<file path="src/rtl/bd_pkg.sv">
package bd_pkg;
  typedef enum logic [2:0] {
    ST_IDLE,
    ST_FETCH,
    ST_CHECK,
    ST_XFER,
    ST_WB_CNT,
    ST_WB_STAT
  } bd_state_e;

  localparam logic [1:0] OFF_STAT = 2'd0;
  localparam logic [1:0] OFF_CNT  = 2'd1;
  localparam logic [1:0] OFF_LAST = 2'd3;
  localparam int         OWN_BIT  = 7;
endpackage

</file>
<file path="src/rtl/bd_addr_calc.sv">
module bd_addr_calc #(
  parameter int ADDR_W   = 16,
  parameter int EP_W     = 4,
  parameter int BDT_BASE = 'h400
) (
  input  logic [EP_W-1:0]   ep_i,
  input  logic              dir_i,
  input  logic [1:0]        off_i,
  output logic [ADDR_W-1:0] addr_o
);
  localparam int OFS_W = EP_W + 3;

  // index = ep*2 + dir, four bytes per descriptor
  logic [OFS_W-1:0] ofs;
  assign ofs    = {ep_i, dir_i, off_i};
  assign addr_o = ADDR_W'(BDT_BASE) + ADDR_W'(ofs);
endmodule

</file>
<file path="src/rtl/bd_field_cap.sv">
module bd_field_cap (
  input  logic        clk_i,
  input  logic        rst_ni,
  input  logic        cap_i,
  input  logic [1:0]  off_i,
  input  logic [7:0]  byte_i,
  output logic [7:0]  stat_o,
  output logic [7:0]  cnt_o,
  output logic [15:0] addr_o
);
  logic [7:0] byte_q [4];

  for (genvar g = 0; g < 4; g++) begin : g_byte
    always_ff @(posedge clk_i or negedge rst_ni) begin
      if (!rst_ni)                             byte_q[g] <= '0;
      else if (cap_i && off_i == 2'(g))        byte_q[g] <= byte_i;
    end
  end

  assign stat_o = byte_q[0];
  assign cnt_o  = byte_q[1];
  assign addr_o = {byte_q[3], byte_q[2]};

  // bytes arrive in offset order, back to back
  a_r2_capture_order: assert property (@(posedge clk_i) disable iff (!rst_ni)
    (cap_i && off_i != 2'd0) |-> ($past(cap_i) && off_i == $past(off_i) + 2'd1));
endmodule

</file>
<file path="src/rtl/bd_engine.sv">
module bd_engine #(
  parameter int NUM_EP   = 16,
  parameter int ADDR_W   = 16,
  parameter int BDT_BASE = 'h400,
  localparam int EP_W    = $clog2(NUM_EP)
) (
  input  logic              clk_i,
  input  logic              rst_ni,
  input  logic [NUM_EP-1:0] ep_en_i,
  input  logic              req_valid_i,
  input  logic [EP_W-1:0]   req_ep_i,
  input  logic              req_dir_i,
  output logic              busy_o,
  output logic              fetch_ok_o,
  output logic              fetch_nak_o,
  output logic [15:0]       buf_addr_o,
  output logic [7:0]        buf_cnt_o,
  output logic [7:0]        buf_stat_o,
  input  logic              xfer_done_i,
  input  logic [7:0]        xfer_cnt_i,
  input  logic [6:0]        xfer_stat_i,
  output logic              wb_done_o,
  output logic              mem_req_o,
  output logic              mem_we_o,
  output logic [ADDR_W-1:0] mem_addr_o,
  output logic [7:0]        mem_wdata_o,
  input  logic [7:0]        mem_rdata_i
);
  import bd_pkg::*;

  bd_state_e       state_q;
  logic [EP_W-1:0] ep_q;
  logic            dir_q;
  logic [1:0]      off_q, off_mux, rd_off_q;
  logic            rd_vld_q;
  logic [7:0]      wcnt_q;
  logic [6:0]      wstat_q;
  logic            ok_q, nak_q, wb_q;
  logic [ADDR_W-1:0] base_addr;

  always_ff @(posedge clk_i or negedge rst_ni) begin
    if (!rst_ni) begin
      state_q  <= ST_IDLE;
      ep_q     <= '0;
      dir_q    <= 1'b0;
      off_q    <= '0;
      rd_vld_q <= 1'b0;
      rd_off_q <= '0;
      wcnt_q   <= '0;
      wstat_q  <= '0;
      ok_q     <= 1'b0;
      nak_q    <= 1'b0;
      wb_q     <= 1'b0;
    end else begin
      ok_q     <= 1'b0;
      nak_q    <= 1'b0;
      wb_q     <= 1'b0;
      rd_vld_q <= (state_q == ST_FETCH);
      rd_off_q <= off_q;
      unique case (state_q)
        ST_IDLE: if (req_valid_i) begin
          ep_q  <= req_ep_i;
          dir_q <= req_dir_i;
          off_q <= OFF_STAT;
          if (ep_en_i[req_ep_i]) state_q <= ST_FETCH;
          else                   nak_q   <= 1'b1;
        end
        ST_FETCH: begin
          off_q <= off_q + 2'd1;
          if (off_q == OFF_LAST) state_q <= ST_CHECK;
        end
        ST_CHECK: begin
          // last byte lands this edge; status was captured three edges ago
          if (buf_stat_o[OWN_BIT]) begin
            ok_q    <= 1'b1;
            state_q <= ST_XFER;
          end else begin
            nak_q   <= 1'b1;
            state_q <= ST_IDLE;
          end
        end
        ST_XFER: if (xfer_done_i) begin
          wcnt_q  <= xfer_cnt_i;
          wstat_q <= xfer_stat_i;
          state_q <= ST_WB_CNT;
        end
        ST_WB_CNT:  state_q <= ST_WB_STAT;
        ST_WB_STAT: begin
          wb_q    <= 1'b1;
          state_q <= ST_IDLE;
        end
        default: state_q <= ST_IDLE;
      endcase
    end
  end

  always_comb begin
    unique case (state_q)
      ST_WB_CNT:  off_mux = OFF_CNT;
      ST_WB_STAT: off_mux = OFF_STAT;
      default:    off_mux = off_q;
    endcase
  end

  bd_addr_calc #(.ADDR_W(ADDR_W), .EP_W(EP_W), .BDT_BASE(BDT_BASE)) u_addr (
    .ep_i(ep_q), .dir_i(dir_q), .off_i(off_mux), .addr_o(mem_addr_o)
  );

  bd_addr_calc #(.ADDR_W(ADDR_W), .EP_W(EP_W), .BDT_BASE(BDT_BASE)) u_base (
    .ep_i(ep_q), .dir_i(dir_q), .off_i(OFF_STAT), .addr_o(base_addr)
  );

  bd_field_cap u_fields (
    .clk_i(clk_i), .rst_ni(rst_ni), .cap_i(rd_vld_q), .off_i(rd_off_q),
    .byte_i(mem_rdata_i), .stat_o(buf_stat_o), .cnt_o(buf_cnt_o), .addr_o(buf_addr_o)
  );

  assign mem_req_o   = (state_q == ST_FETCH) || (state_q == ST_WB_CNT) || (state_q == ST_WB_STAT);
  assign mem_we_o    = (state_q == ST_WB_CNT) || (state_q == ST_WB_STAT);
  assign mem_wdata_o = (state_q == ST_WB_CNT) ? wcnt_q : {1'b0, wstat_q};
  assign busy_o      = (state_q != ST_IDLE);
  assign fetch_ok_o  = ok_q;
  assign fetch_nak_o = nak_q;
  assign wb_done_o   = wb_q;

  a_r3_disabled_no_fetch: assert property (@(posedge clk_i) disable iff (!rst_ni)
    (!busy_o && req_valid_i && !ep_en_i[req_ep_i]) |=> (fetch_nak_o && !mem_req_o));
  a_r4_nak_releases: assert property (@(posedge clk_i) disable iff (!rst_ni)
    fetch_nak_o |-> (!busy_o && !mem_we_o));
  a_r5_grant_owned: assert property (@(posedge clk_i) disable iff (!rst_ni)
    fetch_ok_o |-> buf_stat_o[OWN_BIT]);
  a_r6_cnt_before_release: assert property (@(posedge clk_i) disable iff (!rst_ni)
    (mem_we_o && mem_addr_o == base_addr) |->
      ($past(mem_we_o) && $past(mem_addr_o) == base_addr + ADDR_W'(1)));
  a_r6_release_clears_own: assert property (@(posedge clk_i) disable iff (!rst_ni)
    wb_done_o |-> ($past(mem_we_o) && !$past(mem_wdata_o[OWN_BIT])));
  a_r7_busy_ignores_req: assert property (@(posedge clk_i) disable iff (!rst_ni)
    (state_q == ST_XFER && !xfer_done_i) |=> !(fetch_ok_o || fetch_nak_o || mem_req_o));
  a_r8_single_pulse: assert property (@(posedge clk_i) disable iff (!rst_ni)
    (fetch_ok_o || fetch_nak_o || wb_done_o) |=> !(fetch_ok_o || fetch_nak_o || wb_done_o));
endmodule

</file>
<file path="config.mk">
export PLATFORM = sky130hd
export DESIGN_NAME = bd_engine
export DESIGN_NICKNAME = d
export VERILOG_FILES = /design/src/rtl/bd_pkg.sv /design/src/rtl/bd_addr_calc.sv /design/src/rtl/bd_field_cap.sv /design/src/rtl/bd_engine.sv
export SDC_FILE = /design/constraint.sdc
export NUM_CORES = 1
export LEC_CHECK = 0
export BUFFER_PORTS_ARGS = -buffer_cell sky130_fd_sc_hd__buf_2
export CORE_ASPECT_RATIO = 0.5
export CORE_MARGIN = 2
export CORE_UTILIZATION = 45
export DETAILED_ROUTE_END_ITERATION = 6
export PLACE_DENSITY = 0.76
export SETUP_SLACK_MARGIN = 0.5
export SLEW_MARGIN = 20
export SYNTH_ARGS = -nofsm -noshare
export SYNTH_HDL_FRONTEND = slang
export SYNTH_SLANG_ARGS = --single-unit
</file>
<file path="constraint.sdc">
create_clock -name clk_i -period 4.3 [get_ports clk_i]
set_clock_uncertainty 0.15 [all_clocks]
set_input_delay 0.215 -clock clk_i [delete_from_list [all_inputs] [get_ports clk_i]]
set_output_delay 0.215 -clock clk_i [all_outputs]
set_load 0.01 [all_outputs]
</file>
* After elaboration in Yosys (flattened, before gate mapping)
Cells that the tools add are included.
** Word-level totals
- Output and inout port bits :: 62
- Logic and storage cells :: 65
- Register bits after elaboration :: 63
- Bits of input ports :: 48
** Cells by class
- Magnitude comparators :: 1
- Equal/unequal tests :: 13
- Muxes and demuxes :: 19
- Reductions and logical operators :: 15
- Add/subtract/negate cells :: 2
** Operators by type and width (number)
- $pmux 3 s5 :: 1
- $add 11x7->12 const A :: 1
- $mux 3 :: 4
- $mux 8 :: 1
- $ne 2x2->1 const B :: 4
- $pmux 2 s2 :: 2
- $mux 1 :: 7
- $eq 2x2->1 const B :: 3
- $eq 3x2->1 const B :: 2
- $eq 3x3->1 const B :: 2
- $reduce_and 2->1 :: 3
- $lt 4x5->1 const B :: 1
- $bmux 1 s4 :: 1
- $logic_and 1x1->1 :: 4
- $mux 2 :: 2
- $reduce_and 4->1 :: 1
- $eq 3x1->1 const B :: 1
- $logic_not 3->1 :: 1
- $logic_or 1x1->1 :: 3
- $reduce_bool 3->1 :: 1
- $add 2x1->2 const B :: 1
- $eq 2x1->1 const B :: 1
- $logic_not 2->1 :: 1
- $pmux 1 s2 :: 1
- $reduce_bool 2->1 :: 1

* Longest topological paths before layout
Gate-level depths: netlist of the first run.
- Word-level depth :: 5
- Mapped depth :: 5
- Mapped depth without buffers :: 4

* Modules after synthesis
Synthesis of the first run repeated with hierarchy kept, for this count alone.
** Unflattened totals
- Cell total of the unflattened synthesis :: 189
- Area, all modules :: 2776.4 sq um
** Modules (own cells, without submodules)
- bd_engine :: cells each 103, times used 1, area each 1436.4 sq um
- bd_field_cap :: cells each 68, times used 1, area each 1212.4 sq um
- bd_addr_calc :: cells each 18, times used 1, area each 127.6 sq um

* Worst setup path after synthesis of the first run
Ideal clock, no wire load.
- Kind :: register to output
- Start :: register state_q[2]
- End :: output mem_wdata_o[0]
- Cell stages (with the launch flop) :: 5
- Path buffers :: 1
- Setup slack :: 2.422 ns
- Arrival :: 1.513 ns
- Data required time :: 3.935 ns
- Path through :: dfrtp_1 > clkbuf_1 > nand2b_1 > nor2_1 > mux2_2
** Between the ends
- Word-level cells in the longest chain between the ends :: 2
** RTL lines
- start: declaration :: RTL line bd_engine.sv:31 : bd_state_e state_q;
- start signal: assignment :: RTL line bd_engine.sv:43 : state_q <= ST_IDLE;
- start signal: assignment :: RTL line bd_engine.sv:65 : if (ep_en_i[req_ep_i]) state_q <= ST_FETCH;
- start signal: assignment :: RTL line bd_engine.sv:70 : if (off_q == OFF_LAST) state_q <= ST_CHECK;
- $eq 3x3->1 :: RTL line bd_engine.sv:120 : assign mem_wdata_o = (state_q == ST_WB_CNT) ? wcnt_q : {1'b0, wstat_q};
- $mux 8 :: RTL line bd_engine.sv:120
- end: declaration :: RTL line bd_engine.sv:26 : output logic [7:0] mem_wdata_o,
Every way passes these cells.

* Final worst setup path of the first run
- Start :: register state_q[1]
- End :: output mem_wdata_o[2]
Same word-level chain as after synthesis.

==> qor.yml, run 1 <==
run_status:
  status: "complete, no violations"
critical_path:
  critPathTopFamily: "simple AND/OR/NAND/NOR gates"
  crit_path_end_kind: "output port"
  crit_type: "flop to output port"
  cp_slowest_stage_delay_ns: 0.66
  slowest_stage: "nor2_1"
  crit_path_start_kind: "flop"
  critPathArrivalTime_ns: 2.26
  critPathBufInv: 1
  path_cells: "nand2b_1 -> nor2_1 -> mux2_2 -> buf_2"
  crit_fanout: 12
  critPathLaunch: "state_q[1]"
  r2r-start: "state_q[2]"
  required_ns: 3.93
final_layout:
  final_cell_mix: "buf_2, dfrtp_1, mux2_2"
  diodes: 0
  area_growth_pct: 37.3
  drive_above_1_share_pct: 58.7
  final_common_cell: "buf_2"
  nets: 354
synth:
  yosys-top-cells-area: "dfrtp_1, mux2_2, buf_4"
  syn_avg_cell_area_um2: 14.9
  synth_seq_cells: 63
  syn_area_mm2: 0.00272
  synth-seq-area-share_pct: 58.0
  synth.largest_area_cell: "dfrtp_1"
  synthCells: 183
  synth_cell_types: 30
  synth_top_area_share_pct: 58.0
  ys.warnings.count: 0
clocking:
  clk_latency_ns: 0.32
  ctsResizeCount: 0
  cts_tree: "yes"
  postCtsHoldBufs: 17
  postCtsSetupRepairBufs: 0
  clk_path_buf_depth: 2
  numClockSinks: 63
  clk_pin_slew_ns: 0.05
  cts_root_buf: "clkbuf_16"
  cts_buffers: 9
  cts.htree.levels: 3
detailed_routing:
  vias: 1876
  via_per_inst: 4.90
  drtIter0Drc: 98
  drc: 0
  first_pass_iters: 3
  finalWirelength_um: 5460
  avgRoutedWirePerCell_um: 14.3
  ant_nets: 0
timing:
  worst_pin_slew_ns: 0.833
  slew_viol_final: 0
  setup_tns_ns: 0
  max-slew-margin-rel_pct: 44.2
  worst_slack_ns: 1.68
  fmax_ghz: 0.382
  period_share_pct: 60.9
  min_period_ns: 2.62
  rsz0062_at_grt: "no"
  setup_viol: 0
  hold_viol: 0
power:
  power.density_mw_per_mm2: 737
  ir_drop_uv: 418
  leakagePower_nw: 1.84
grt:
  grt_antenna_before_repair: 0
  globalRouteOverflowTotal: 0
  grt_pass1_wl_um: 8810
  track_usage_pct: 17.5
  grt_pass1_vias: 1938
  grt_max_degree: 64
job:
  cap_violations: 0
floorplan:
  dieArea_mm2: 0.00672
  die_h_um: 59.0
  dieWidth_um: 114
  io_pins: 110
  rows: 19
  start_util_pct: 48.1
  core_area_mm2: 0.00566
place:
  post-dp-hpwl_um: 3770
  dp_slack_ns: 2.04
  place_congestion: 0.837
  portBuffers: 100
min_path:
  hp-class: "input port to flop"
  worstHoldStart: "mem_rdata_i[4]"
## path summary, 6_finish.rpt
path / endpoint / slack, ns / depth (start not counted)
max in group asynchronous: wstat_q[0] / 3.06 / 3
worst min-delay path: u_fields.addr_o[12] / 0.02 / 2
worst max register to register: wcnt_q[3] / 2.24 / 2
worst min register to register: rd_off_q[1] / 0.30 / 0
min in group asynchronous: fetch_ok_o / 0.43 / 3
worst max-delay path: mem_wdata_o[2] / 1.68 / 4
## worst reg2reg max path: cells and delay by family (launching register included)
kind | cells | cell delay, ns
flops | 1 | 0.46
mux | 1 | 0.55
simple gates | 1 | 0.77
## sequential cells by signal (all words and copies together) (netlist names)
| signal | flops |
|---|---|
| wcnt_q | 8 |
| off_q | 2 |
| u_fields.cnt_o | 8 |
| fetch_ok_o | 1 |
| ep_q | 4 |
| wb_done_o | 1 |
| fetch_nak_o | 1 |
| wstat_q | 7 |
| dir_q | 1 |
| rd_off_q | 2 |
| u_fields.stat_o | 8 |
| u_fields.addr_o | 16 |
| rd_vld_q | 1 |
| state_q | 3 |
## per-layer routing
metal  up-vias  routed length [um]  global-route usage (%)
li1        892                   -                       -
met3         5                 255                    6.24
met1       933                2320                    19.3
met5         -                   0                       0
met2        46                2840                    31.8
met4         0                  41                    6.62
## per-stage QoR
stage / total power [mW] / std cells / hold slack (ns) / area [um2] / utilization [%]
2_1_floorplan: 1.66 / 190 / -0.231 / 2750 / -
3_3_place_gp: 1.99 / 350 / 0.264 / 3260 / 57.5
3_5_place_dp: 2.03 / 350 / 0.281 / 3260 / 57.5
4_1_cts: 2.79 / 383 / 0.000941 / 3730 / 66.0
5_1_grt: 2.92 / 383 / 0.0130 / 3730 / 66.0
6_report: 2.75 / 383 / 0.0162 / 3730 / 66.0
## cells by family after synthesis
family	after synthesis	synth area share [%]
flops	63	58.0
other cells	2	0.276
buf+inv	15	3.45
simple gates	29	7.08
mux	66	29.2
compound gates	7	1.61
fa+ha+maj	1	0.460
## synthesized netlist by cell type
cell type and instances:
nor2_1 4, and3b_1 1, ha_1 1, mux2i_1 2, dfrtp_1 63, inv_1 1
nor3b_2 1, nor3b_1 2, nand4b_1 1, mux2_2 60, or3_1 1, a21oi_1 3
mux4_1 2, nand3b_1 5, nand3_1 3, o211ai_1 1, o21ai_0 1, buf_4 10
a21o_1 1, and3_1 1, clkbuf_1 4, mux4_2 2, nand2_1 1, conb_1 2
and2_1 3, or4_1 1, a22o_1 1, nand2b_1 3, nor3_2 1, or3b_2 1
## cell type report
| cell class | count | area, um2 |
|---|---|---|
| fill | 433 | 1920 |
| sequential | 63 | 1580 |
| multi-input combinational | 112 | 1080 |
| timing repair buffer | 118 | 678 |
| clock buffer | 11 | 253 |
| tap | 73 | 91.3 |
| clock inverter | 5 | 56.3 |
| inverter | 1 | 3.75 |
## power by group
group	internal [mW]	switching [mW]	total (mW)
Clock	0.478	0.247	0.725
Sequential	0.882	0.168	1.05
Combinational	0.540	0.438	0.979
Power figures use the tool's default switching activity.
==> run 2, diff against run 1 <==
--- a/config.mk
+++ b/config.mk
@@ -8,7 +8,7 @@
 export BUFFER_PORTS_ARGS = -buffer_cell sky130_fd_sc_hd__buf_2
 export CORE_ASPECT_RATIO = 0.5
 export CORE_MARGIN = 2
-export CORE_UTILIZATION = 45
+export CORE_UTILIZATION = 43
 export DETAILED_ROUTE_END_ITERATION = 6
 export PLACE_DENSITY = 0.76
 export SETUP_SLACK_MARGIN = 0.5
==> constraint.sdc (replaced) <==
create_clock -name clk_i -period 2.14 [get_ports clk_i]
set_clock_uncertainty 0.15 [all_clocks]
set_input_delay 0.107 -clock clk_i [delete_from_list [all_inputs] [get_ports clk_i]]
set_output_delay 0.107 -clock clk_i [all_outputs]
set_load 0.01 [all_outputs]
==> run 2 against run 1 <==
Net effect:
- sequential power is 100% higher
- non-clock buffer count up 28
- combinational power rose to 2.6 times the previous value
- highest routed layer unchanged
==> qor.yml, run 2 (synthesis results as in run 1) <==
detailed_routing:
  drc: 0
  via_per_inst: 4.94
  avgRoutedWirePerCell_um: 16.4
  ant_nets: 0
  finalWirelength_um: 6960
  first_pass_iters: 4
  drtIter0Drc: 129
  vias: 2098
power:
  power.density_mw_per_mm2: 1450
  power_mw: 6.03
  ir_drop_uv: 567
  leakagePower_nw: 2.02
place:
  post-dp-hpwl_um: 4140
  place_inst: 369
  portBuffers: 100
  place_congestion: 0.812
grt:
  globalRouteOverflowTotal: 0
  grt_pass1_wl_um: 10200
  grt_pass1_vias: 2077
  grt_antenna_before_repair: 0
  track_usage_pct: 20.0
  grt_max_degree: 41
timing:
  max-slew-margin-rel_pct: 62.8
  hold_viol: 0
  setup_viol: 0
  worst_pin_slew_ns: 0.557
  slew_viol_final: 0
  setup_tns_ns: 0
  fmax_ghz: 0.544
  period_share_pct: 85.9
  rsz0062_at_grt: "yes"
  min_period_ns: 1.84
floorplan:
  dieArea_mm2: 0.00702
  rows: 20
  io_pins: 110
  dieWidth_um: 116
  start_util_pct: 44.7
  die_h_um: 60.2
  core_area_mm2: 0.00608
critical_path:
  required_ns: 2.16
  critPathArrivalTime_ns: 1.86
  crit_type: "flop to flop"
  crit_path_start_kind: "flop"
  crit_path_end_kind: "flop"
  crit_fanout: 6
  r2r.worst_path.cells: 4
run_status:
  status: "complete, no violations"
final_layout:
  area_growth_pct: 52.7
  nets: 382
  drive_above_1_share_pct: 61.4
  final_cell_mix: "buf_2, dfrtp_1, mux2_2"
  fin_util_pct: 68.3
  fin_cells: 425
  largest_register_ffs: 16
  nFillCells: 410
  final_common_cell: "buf_2"
  diodes: 0
clocking:
  numClockSinks: 63
  cts_buffers: 9
  cts_root_buf: "clkbuf_16"
  clk_pin_slew_ns: 0.05
  cts.htree.levels: 3
  clk_path_buf_depth: 2
  clk_latency_ns: 0.32
  cts_tree: "yes"
min_path:
  hp-class: "input port to flop"
  min_path_cells: 4
job:
  cap_violations: 0
## run 2: per-layer routing
layer / vias up / GRT usage [%] / part of all wire [%]
li1: 949 / - / -
met3: 16 / 6.29 / 5.4
met1: 1052 / 23.0 / 39
met2: 81 / 34.6 / 53
met4: 0 / 9.69 / 1.9
met5: - / 0 / 0
## run 2: final cells by class
cell class | count | area (um2) | share of cell area (%)
clock buffers | 12 | 267 | 6.42
clock inverters | 3 | 17.5 | 0.422
inverters | 1 | 3.75 | 0.0904
multi-input cells | 112 | 1150 | 27.8
flip-flops and latches | 63 | 1580 | 38.0
well taps | 88 | 110 | 2.65
repair buffers | 146 | 1020 | 24.6
## run 2: path summary, 6_finish.rpt
path                                   from           to  slack (ns)
min in group asynchronous            rst_ni  fetch_nak_o        0.16
worst max register to register   state_q[0]   state_q[0]        0.30
max in group asynchronous            rst_ni   state_q[0]        1.04
worst min register to register     off_q[1]  rd_off_q[1]        0.31
worst max-delay path             state_q[0]   state_q[0]        0.30
worst min-delay path            req_ep_i[3]  fetch_nak_o        0.10
## run 2: worst max-delay path: stages, from the launching register on
cell,delay [ns]
dfrtp_2,0.46
buf_6,0.15
o211ai_1,0.23
a21oi_1,0.14
or4_1,0.56
## run 2: report_power, final
part,internal [mW],leakage [nW],switching (mW)
sequential,1.78,0.760,0.349
clock,0.866,0.140,0.486
combinational,1.46,1.12,1.09
total,4.11,2.02,1.92
## run 2: what timing repair did
item                                    4_1_cts  5_1_grt
hold buffers                                 29        0
setup buffers                                 5        7
hold endpoints to repair                     76        0
pin swaps                                     1        5
endpoints found under the setup margin       11       16
resized for setup                            25       18
## run 2: per-stage QoR
stage          hold slack, ns  instance area (um2)  worst slack (ns)
2_1_floorplan          -0.339                 2750             0.503
3_3_place_gp          -0.0342                 3310             0.290
3_5_place_dp          -0.0222                 3310             0.238
4_1_cts               0.00445                 4030             0.325
5_1_grt                 0.111                 4150             0.278
6_report                0.101                 4150             0.301
